### src/rtl/lirq_pkg.sv
package lirq_pkg;
  localparam int CFG_W       = 32;
  localparam int CFG_OFFSET  = 'hD0;
  localparam int ERR_EN_BIT  = 13;
  localparam int KBD_LEN_BIT = 12;
  localparam int MSE_LEN_BIT = 11;
  localparam logic [CFG_W-1:0] CFG_RW_MASK =
    (CFG_W'(1) << ERR_EN_BIT) | (CFG_W'(1) << KBD_LEN_BIT) | (CFG_W'(1) << MSE_LEN_BIT);
  localparam int PORT_DATA    = 'h0060;
  localparam int PORT_ERR_CLR = 'h00F0;

  typedef struct packed {
    logic err_en;
    logic kbd_len;
    logic mse_len;
  } lirq_cfg_t;
endpackage

### src/rtl/lirq_sync.sv
module lirq_sync #(
  parameter int   STAGES  = 2,
  parameter logic RST_VAL = 1'b0
) (
  input  logic clk_i,
  input  logic rst_ni,
  input  logic d_i,
  output logic q_o
);
  logic [STAGES-1:0] sr_q;

  always_ff @(posedge clk_i or negedge rst_ni) begin
    if (!rst_ni) sr_q <= {STAGES{RST_VAL}};
    else         sr_q <= {sr_q[STAGES-2:0], d_i};
  end

  assign q_o = sr_q[STAGES-1];
endmodule

### src/rtl/lirq_cfg_reg.sv
module lirq_cfg_reg
  import lirq_pkg::*;
#(
  parameter int REG_AW = 8
) (
  input  logic              clk_i,
  input  logic              rst_ni,
  input  logic [REG_AW-1:0] addr_i,
  input  logic [CFG_W-1:0]  wdata_i,
  input  logic              we_i,
  input  logic              re_i,
  output logic [CFG_W-1:0]  rdata_o,
  output lirq_cfg_t         cfg_o
);
  logic             hit;
  logic [CFG_W-1:0] word_q;

  assign hit = (addr_i == REG_AW'(CFG_OFFSET));

  // reserved bits never stored
  always_ff @(posedge clk_i or negedge rst_ni) begin
    if (!rst_ni)         word_q <= '0;
    else if (we_i && hit) word_q <= wdata_i & CFG_RW_MASK;
  end

  assign rdata_o = (re_i && hit) ? word_q : '0;

  assign cfg_o.err_en  = word_q[ERR_EN_BIT];
  assign cfg_o.kbd_len = word_q[KBD_LEN_BIT];
  assign cfg_o.mse_len = word_q[MSE_LEN_BIT];
endmodule

### src/rtl/lirq_edge_latch.sv
module lirq_edge_latch #(
  parameter int SYNC_STAGES = 2
) (
  input  logic clk_i,
  input  logic rst_ni,
  input  logic en_i,
  input  logic raw_i,
  input  logic clr_i,
  output logic irq_o,
  output logic edge_o
);
  logic sync_d, prev_q, held_q;

  lirq_sync #(.STAGES(SYNC_STAGES), .RST_VAL(1'b0)) u_sync (
    .clk_i (clk_i),
    .rst_ni(rst_ni),
    .d_i   (raw_i),
    .q_o   (sync_d)
  );

  always_ff @(posedge clk_i or negedge rst_ni) begin
    if (!rst_ni) prev_q <= 1'b0;
    else         prev_q <= sync_d;
  end

  assign edge_o = sync_d & ~prev_q;

  // new edge beats a same-cycle clear
  always_ff @(posedge clk_i or negedge rst_ni) begin
    if (!rst_ni)     held_q <= 1'b0;
    else if (!en_i)  held_q <= 1'b0;
    else if (edge_o) held_q <= 1'b1;
    else if (clr_i)  held_q <= 1'b0;
  end

  assign irq_o = en_i ? held_q : raw_i;
endmodule

### src/rtl/lirq_err_ctl.sv
module lirq_err_ctl #(
  parameter int SYNC_STAGES = 2
) (
  input  logic clk_i,
  input  logic rst_ni,
  input  logic en_i,
  input  logic ferr_ni,
  input  logic clr_i,
  output logic irq13_o,
  output logic ignne_no,
  output logic err_act_o
);
  logic ferr_s, req_q;

  lirq_sync #(.STAGES(SYNC_STAGES), .RST_VAL(1'b1)) u_sync (
    .clk_i (clk_i),
    .rst_ni(rst_ni),
    .d_i   (ferr_ni),
    .q_o   (ferr_s)
  );

  assign err_act_o = ~ferr_s;

  // clear wins for one cycle; a standing error re-arms next cycle
  always_ff @(posedge clk_i or negedge rst_ni) begin
    if (!rst_ni)        req_q <= 1'b0;
    else if (!en_i)     req_q <= 1'b0;
    else if (clr_i)     req_q <= 1'b0;
    else if (err_act_o) req_q <= 1'b1;
  end

  assign irq13_o  = en_i & req_q;
  assign ignne_no = ~irq13_o;
endmodule

### src/rtl/lirq_cond.sv
module lirq_cond
  import lirq_pkg::*;
#(
  parameter int REG_AW      = 8,
  parameter int IO_AW       = 16,
  parameter int SYNC_STAGES = 2
) (
  input  logic              clk_i,
  input  logic              rst_ni,
  input  logic [REG_AW-1:0] reg_addr_i,
  input  logic [CFG_W-1:0]  reg_wdata_i,
  input  logic              reg_we_i,
  input  logic              reg_re_i,
  output logic [CFG_W-1:0]  reg_rdata_o,
  input  logic [IO_AW-1:0]  io_addr_i,
  input  logic              io_rd_i,
  input  logic              io_wr_i,
  input  logic              irq1_raw_i,
  input  logic              irq12_raw_i,
  input  logic              ferr_ni,
  output logic              irq1_o,
  output logic              irq12_o,
  output logic              irq13_o,
  output logic              ignne_no
);
  localparam int NCH = 2;

  lirq_cfg_t      cfg_q;
  logic           data_rd, err_clr_wr, err_act;
  logic [NCH-1:0] ch_en, ch_raw, ch_irq, edge_det;

  lirq_cfg_reg #(.REG_AW(REG_AW)) u_cfg (
    .clk_i  (clk_i),
    .rst_ni (rst_ni),
    .addr_i (reg_addr_i),
    .wdata_i(reg_wdata_i),
    .we_i   (reg_we_i),
    .re_i   (reg_re_i),
    .rdata_o(reg_rdata_o),
    .cfg_o  (cfg_q)
  );

  assign data_rd    = io_rd_i && (io_addr_i == IO_AW'(PORT_DATA));
  assign err_clr_wr = io_wr_i && (io_addr_i == IO_AW'(PORT_ERR_CLR));

  assign ch_en  = {cfg_q.mse_len, cfg_q.kbd_len};
  assign ch_raw = {irq12_raw_i, irq1_raw_i};

  for (genvar ch = 0; ch < NCH; ch++) begin : g_ch
    lirq_edge_latch #(.SYNC_STAGES(SYNC_STAGES)) u_latch (
      .clk_i (clk_i),
      .rst_ni(rst_ni),
      .en_i  (ch_en[ch]),
      .raw_i (ch_raw[ch]),
      .clr_i (data_rd),
      .irq_o (ch_irq[ch]),
      .edge_o(edge_det[ch])
    );
  end

  assign irq1_o  = ch_irq[0];
  assign irq12_o = ch_irq[1];

  lirq_err_ctl #(.SYNC_STAGES(SYNC_STAGES)) u_err (
    .clk_i    (clk_i),
    .rst_ni   (rst_ni),
    .en_i     (cfg_q.err_en),
    .ferr_ni  (ferr_ni),
    .clr_i    (err_clr_wr),
    .irq13_o  (irq13_o),
    .ignne_no (ignne_no),
    .err_act_o(err_act)
  );
endmodule

### config.mk
export PLATFORM = sky130hd
export DESIGN_NAME = lirq_cond
export DESIGN_NICKNAME = d
export VERILOG_FILES = /design/src/rtl/lirq_pkg.sv /design/src/rtl/lirq_sync.sv /design/src/rtl/lirq_cfg_reg.sv /design/src/rtl/lirq_edge_latch.sv /design/src/rtl/lirq_err_ctl.sv /design/src/rtl/lirq_cond.sv
export SDC_FILE = /design/constraint.sdc
export NUM_CORES = 1
export LEC_CHECK = 0
export BUFFER_PORTS_ARGS = -buffer_cell sky130_fd_sc_hd__buf_2
export CORE_MARGIN = 2
export CORE_UTILIZATION = 30
export CTS_BUF_LIST = sky130_fd_sc_hd__clkbuf_16
export DETAILED_ROUTE_END_ITERATION = 10
export MAX_ROUTING_LAYER = met4
export PLACE_DENSITY = 0.75
export SYNTH_ARGS = -nofsm -noshare
export SYNTH_HDL_FRONTEND = slang
export SYNTH_SLANG_ARGS = --single-unit
### constraint.sdc
create_clock -name clk_i -period 1.45 [get_ports clk_i]
set_input_delay 0.0725 -clock clk_i [delete_from_list [all_inputs] [get_ports clk_i]]
set_output_delay 0.0725 -clock clk_i [all_outputs]
set_load 0.02 [all_outputs]
# Word-level counts from Yosys, hierarchy flattened
# Cells that the tools add are included.
# word_totals
ff_bits	14
inputBits	65
elab_cells	36
# classes
eq_ne	6
muxes	11
n_bitwise	6
reduce_logical	4
# ops
cell	count
$eq 16x7->1 const B	1
$eq 16x8->1 const B	1
$mux 14	1
$mux 1	10
$eq 8x8->1 const B	1
$ne 3x2->1 const B	2
$logic_and 1x1->1	4
$and 1x1->1	3
$ne 3x3->1 const B	1
$not 1->1	3

# Logic depth before layout (Yosys ltp)
# logic_depth
word_depth	5
depth_mapped	3
ltp_nobuf	3

# Modules after synthesis
# Synthesis repeated with hierarchy kept, for this count alone.
# hier_totals
hier_cells	78
hier_area_um2	865.8
# modules_own_cells
mod	n_inst	cells_per_inst	area_per_inst_um2
lirq_cfg_reg	1	46	404.1
lirq_edge_latch	2	6	92.6
lirq_sync at g_ch[0].u_latch.u_sync ...	2	2	50.0
lirq_cond	1	8	71.3
lirq_err_ctl	1	6	52.6
lirq_sync at u_err.u_sync	1	2	52.6

# Worst setup path before layout
# No wires, ideal clock.
# synth_timing
path_kind	input port to flip-flop
startpoint	in io_addr_i[8]
endpoint	reg g_ch[1].u_latch.held_q
setup_time_ns	0.137
t_arrival_ns	0.986
t_required_ns	1.313
path_slack_ns	0.326
path_stages	3
n_path_buf	0
path_cell_list	or4b_4 -> nor4b_4 -> a311oi_1
# synth_via
elab_chain_len	3
# synth_rtl
element	line	rtl
start, declared	lirq_cond.sv:15	input logic [IO_AW-1:0] io_addr_i,
$eq 16x7->1	lirq_cond.sv:43	assign data_rd = io_rd_i && (io_addr_i == IO_AW'(PORT_DATA));
$logic_and 1x1->1	lirq_cond.sv:43	
$ne 3x2->1 (no source line)	n/a	
end signal, assigned	lirq_edge_latch.sv:31	else if (!en_i) held_q <= 1'b0;
end signal, assigned	lirq_edge_latch.sv:32	else if (edge_o) held_q <= 1'b1;
end signal, assigned	lirq_edge_latch.sv:33	else if (clr_i) held_q <= 1'b0;
end, declared	lirq_edge_latch.sv:12	logic sync_d, prev_q, held_q;
# No other way between the ends.
# A chain may end at the register's enable or synchronous reset.

# Worst setup path in the final report
# layout_timing
startpoint	in irq12_raw_i
endpoint	out irq12_o
# layout_via
elab_chain_len	1
# layout_rtl
element	line	rtl
start, declared	lirq_cond.sv:19	input logic irq12_raw_i,
$mux 1	lirq_edge_latch.sv:36	assign irq_o = en_i ? held_q : raw_i;
end, declared	lirq_cond.sv:22	output logic irq12_o,
# No other way between the ends.

==> key figures <==
Critical path
  • Stages on worst setup path: 4
  • Kind of cell adding the most delay to the critical path: buffers and inverters
  • Worst reg2reg startpoint: g_ch[1].u_latch.prev_q
  • Crit path top cell by count: buf_2
  • Critical-path cell list: dlygate4sd3_1 -> buf_2 -> mux2_2 -> buf_2
  • Largest stage delay, worst path: 540 ps
  • Worst Path Buf+Inv: 3
  • End of the worst register-to-register path: g_ch[1].u_latch.held_q
  • Data arrival time at the worst-slack endpoint: around 1200 ps
  • Worst setup path startpoint: irq12_raw_i
  • Setup slack of the worst register-to-register path: between 400 and 500 ps
  • Worst Path Max Fanout: 2
  • Worst-path cell with the longest stage delay: dlygate4sd3_1
  • Startpoint types: primary input
  • Required time worst endpoint: around 1400 ps
  • Worst Setup End Kind: output pin
  • Kind of critical path: in2out
  • R2R cell count: 3

STA
  • Fin Hold WS: 62.32 ps
  • Fmax: 820.3 MHz
  • Worst-case clock skew: 4.815 ps
  • RSZ-0062 raised after global routing: no
  • Worst-case setup margin in the final layout: 231.0 ps
  • Endpoints failing setup: 0
  • Final critical-path share of the clock period: 84.07%
  • TNS Setup: 0 ps
  • Max-slew violation count: 0
  • Final worst path period need: about 1200 ps
  • Final Hold Viols: 0

Min path
  • Cell depth of the worst hold path: 2
  • Class of the tightest hold or removal check: in2reg
  • Launch point of the worst hold path: reg_wdata_i[12]
  • Hold-critical path endpoint: u_cfg.word_q[12]

Job
  • Max Cap Viol: 0

Layout
  • Util after Layout: 42.41%
  • Synthesis-to-finish area growth: 31.14%
  • Number of nets in the finished design: 192
  • Area of all placed cells without fillers: approximately 0.0011 mm2
  • Diode insertion count for antenna repair: 0
  • Layout cell share with drive strength beyond 1: 42.86%
  • Count of filler cells inserted in the layout: 254

Global routing
  • Global-route usage over all layers: 11.02%
  • Pin count of the biggest net entering global routing: 15
  • Number of global-route vias before repair: 623
  • Number of antenna violations at the first check in global routing: 0
  • First-pass GRT wire length: 2.601 mm
  • Total gr overflow: 0

Die
  • Total core area: 0.002522 mm2
  • Die width: approximately 56 um
  • Starting utilization of the core area: 32.34%
  • Placement Rows: 18
  • Die Y-Extent: between 50 and 60 um
  • Total Die Area: 0.003152 mm2
  • Count of boundary I/O pins: slightly above 100

Logic synthesis
  • Top cell type's share of synthesized area: 36.81%
  • Average footprint of a synthesized cell: 10.59 um2
  • Syn Inst Count: a little under 80
  • Synth cell types: 21
  • Synth area leaders: dfrtp_1, buf_4, mux2_2
  • YS warnings: 0
  • Most area-hungry cell type in the Yosys netlist: dfrtp_1
  • Post-synthesis sequential area ratio: 43.25%
  • Combined area of all synthesized cells: between 800 and 900 um2
  • Number of synthesized register bits: 14

Power
  • Power density cells: 1022 mW/mm2
  • Worst vdd ir: slightly above 600 uV
  • Leakage power: 0.5718 nW

Route
  • Routed length per placed instance: 9.929 um
  • Number of DRC violations after detailed routing: 0
  • Routed vias/inst: 3.949
  • First-pass DRT Iterations: 3
  • Sum of routed wire length over all layers: 1.549 mm
  • Antenna viol nets, final: 0
  • Iteration-0 DRC count of the detailed router: 3
  • Total via count in the routed design: 616

Placement
  • Quantity of I/O buffers inserted on ports: 42
  • Post-placement cell area: 950.9 um2
  • Detail Placement HPWL: 1.295 mm
  • Worst-case setup slack after placement: 127.1 ps
  • Weighted congestion at the end of routability-driven global placement: 0.6932

CTS
  • H-tree levels: 1
  • Clock latency on the worst-skew pair: roughly 240 ps
  • Sink Count: 14
  • Cell at the root of the clock tree: clkbuf_16
  • TritonCTS clock tree: yes
  • Number of buffers added by the clock tree synthesis step: 3
  • Clk pin slew, worst setup/hold paths: 50 ps
  • Number of instances resized during post-cts repair: 0
  • Maximum clock path buffer count: 2

Status
  • Run status: completed
[cell families (layout without fill, tap and decap cells)]
kind of cell           Yosys count  after routing  share of synthesized area (%)
other                            1             29                         0.4597
multiplexers                     5              5                          6.901
AND/OR/NAND/NOR                 19             19                          16.87
flip-flops                      14             14                          43.25
AO/OA/AOI/OAI                    4              4                          3.528
buffers and inverters           34             55                          28.99
[where the power goes]
group | switching, mW | internal [mW] | leakage (nW) | total [mW]
sequential | 0.00902 | 0.411 | 0.174 | 0.420
combinational | 0.103 | 0.0585 | 0.359 | 0.162
clock | 0.149 | 0.364 | 0.0385 | 0.512
[state kept, by name, indices dropped and copies added (netlist names)]
register                  flops
g_ch.u_latch.u_sync.sr_q      4
u_cfg.word_q                  3
u_err.u_sync.sr_q             2
u_err.req_q                   1
g_ch.u_latch.prev_q           2
g_ch.u_latch.held_q           2
[per-stage QoR]
stage,power (mW),cells
after floorplan,0.5770,105
after global placement,0.5735,148
after detailed placement,0.5785,148
after CTS,1.101,156
after global routing,1.134,156
final,1.094,156
[worst max-delay path by stage]
stage                                   to  slack, ps
finish                             irq12_o        230
global route               reg_rdata_o[12]        200
CTS                                irq12_o        240
detailed placement  g_ch[1].u_latch.held_q        130
global placement    g_ch[1].u_latch.held_q        160
floorplan           g_ch[1].u_latch.held_q        330
[Yosys cell counts]
library cell   n
a221oi_1       1
a311oi_1       1
a31oi_1        1
and4b_1        1
buf_4         29
conb_1         1
dfrtp_1       12
dfstp_2        2
inv_1          5
mux2_2         5
nand2_1        1
nand2b_1       2
nand3_1        3
nor2_1         4
nor2b_1        2
nor4_1         2
nor4b_1        1
nor4b_4        1
nor4bb_1       1
o21ai_0        1
or4b_4         1
[cells in the final DEF (no fill, tap or decap)]
| cell | netlist | routed |
|---|---|---|
| buf_2 | 0 | 42 |
| or4b_4 | 1 | 1 |
| clkbuf_16 | 0 | 3 |
| nor4b_1 | 1 | 1 |
| inv_1 | 5 | 5 |
| conb_1 | 1 | 29 |
| dfstp_2 | 2 | 2 |
| clkinv_1 | 0 | 1 |
| nor4b_4 | 1 | 1 |
| dlygate4sd3_1 | 0 | 4 |
| dfrtp_1 | 12 | 12 |
| nor4bb_1 | 1 | 1 |
| nand2b_1 | 2 | 2 |
| o21ai_0 | 1 | 1 |
| a31oi_1 | 1 | 1 |
| nor2_1 | 4 | 4 |
| a221oi_1 | 1 | 1 |
| nor4_1 | 2 | 2 |
| nand2_1 | 1 | 1 |
| mux2_2 | 5 | 5 |
| a311oi_1 | 1 | 1 |
| nand3_1 | 3 | 3 |
| nor2b_1 | 2 | 2 |
| and4b_1 | 1 | 1 |
[worst register-to-register path: stages, from the launching register on]
cell	delay, ps
dfrtp_1	350
nand2b_1	150
nor2b_1	140
a311oi_1	250
[timing repair]
action | in CTS | in global routing
setup endpoints to repair | 0 | 0
buffers inserted | 0 | 0
hold buffers | 4 | 0
endpoints found under the hold margin | 17 | 0
[layout make-up]
type | instances | area (um2) | share of cell area, %
Inverter | 5 | 18.77 | 1.754
Tap cell | 30 | 37.54 | 3.509
Multi-Input combinational cell | 57 | 331.6 | 30.99
Sequential cell | 14 | 352.8 | 32.98
Clock buffer | 3 | 75.07 | 7.018
Timing Repair Buffer | 46 | 250.2 | 23.39
Clock inverter | 1 | 3.754 | 0.3509
[routing by layer]
metal | part of all wire (%) | GRT usage [%] | vias up
met5 | 0 | - | -
met4 | 0.97 | 6.122 | 0
met3 | 9.7 | 2.326 | 2
met2 | 51 | 20.17 | 51
met1 | 38 | 10.65 | 268
li1 | - | - | 295
No activity file was read; power rests on OpenSTA's default activity.
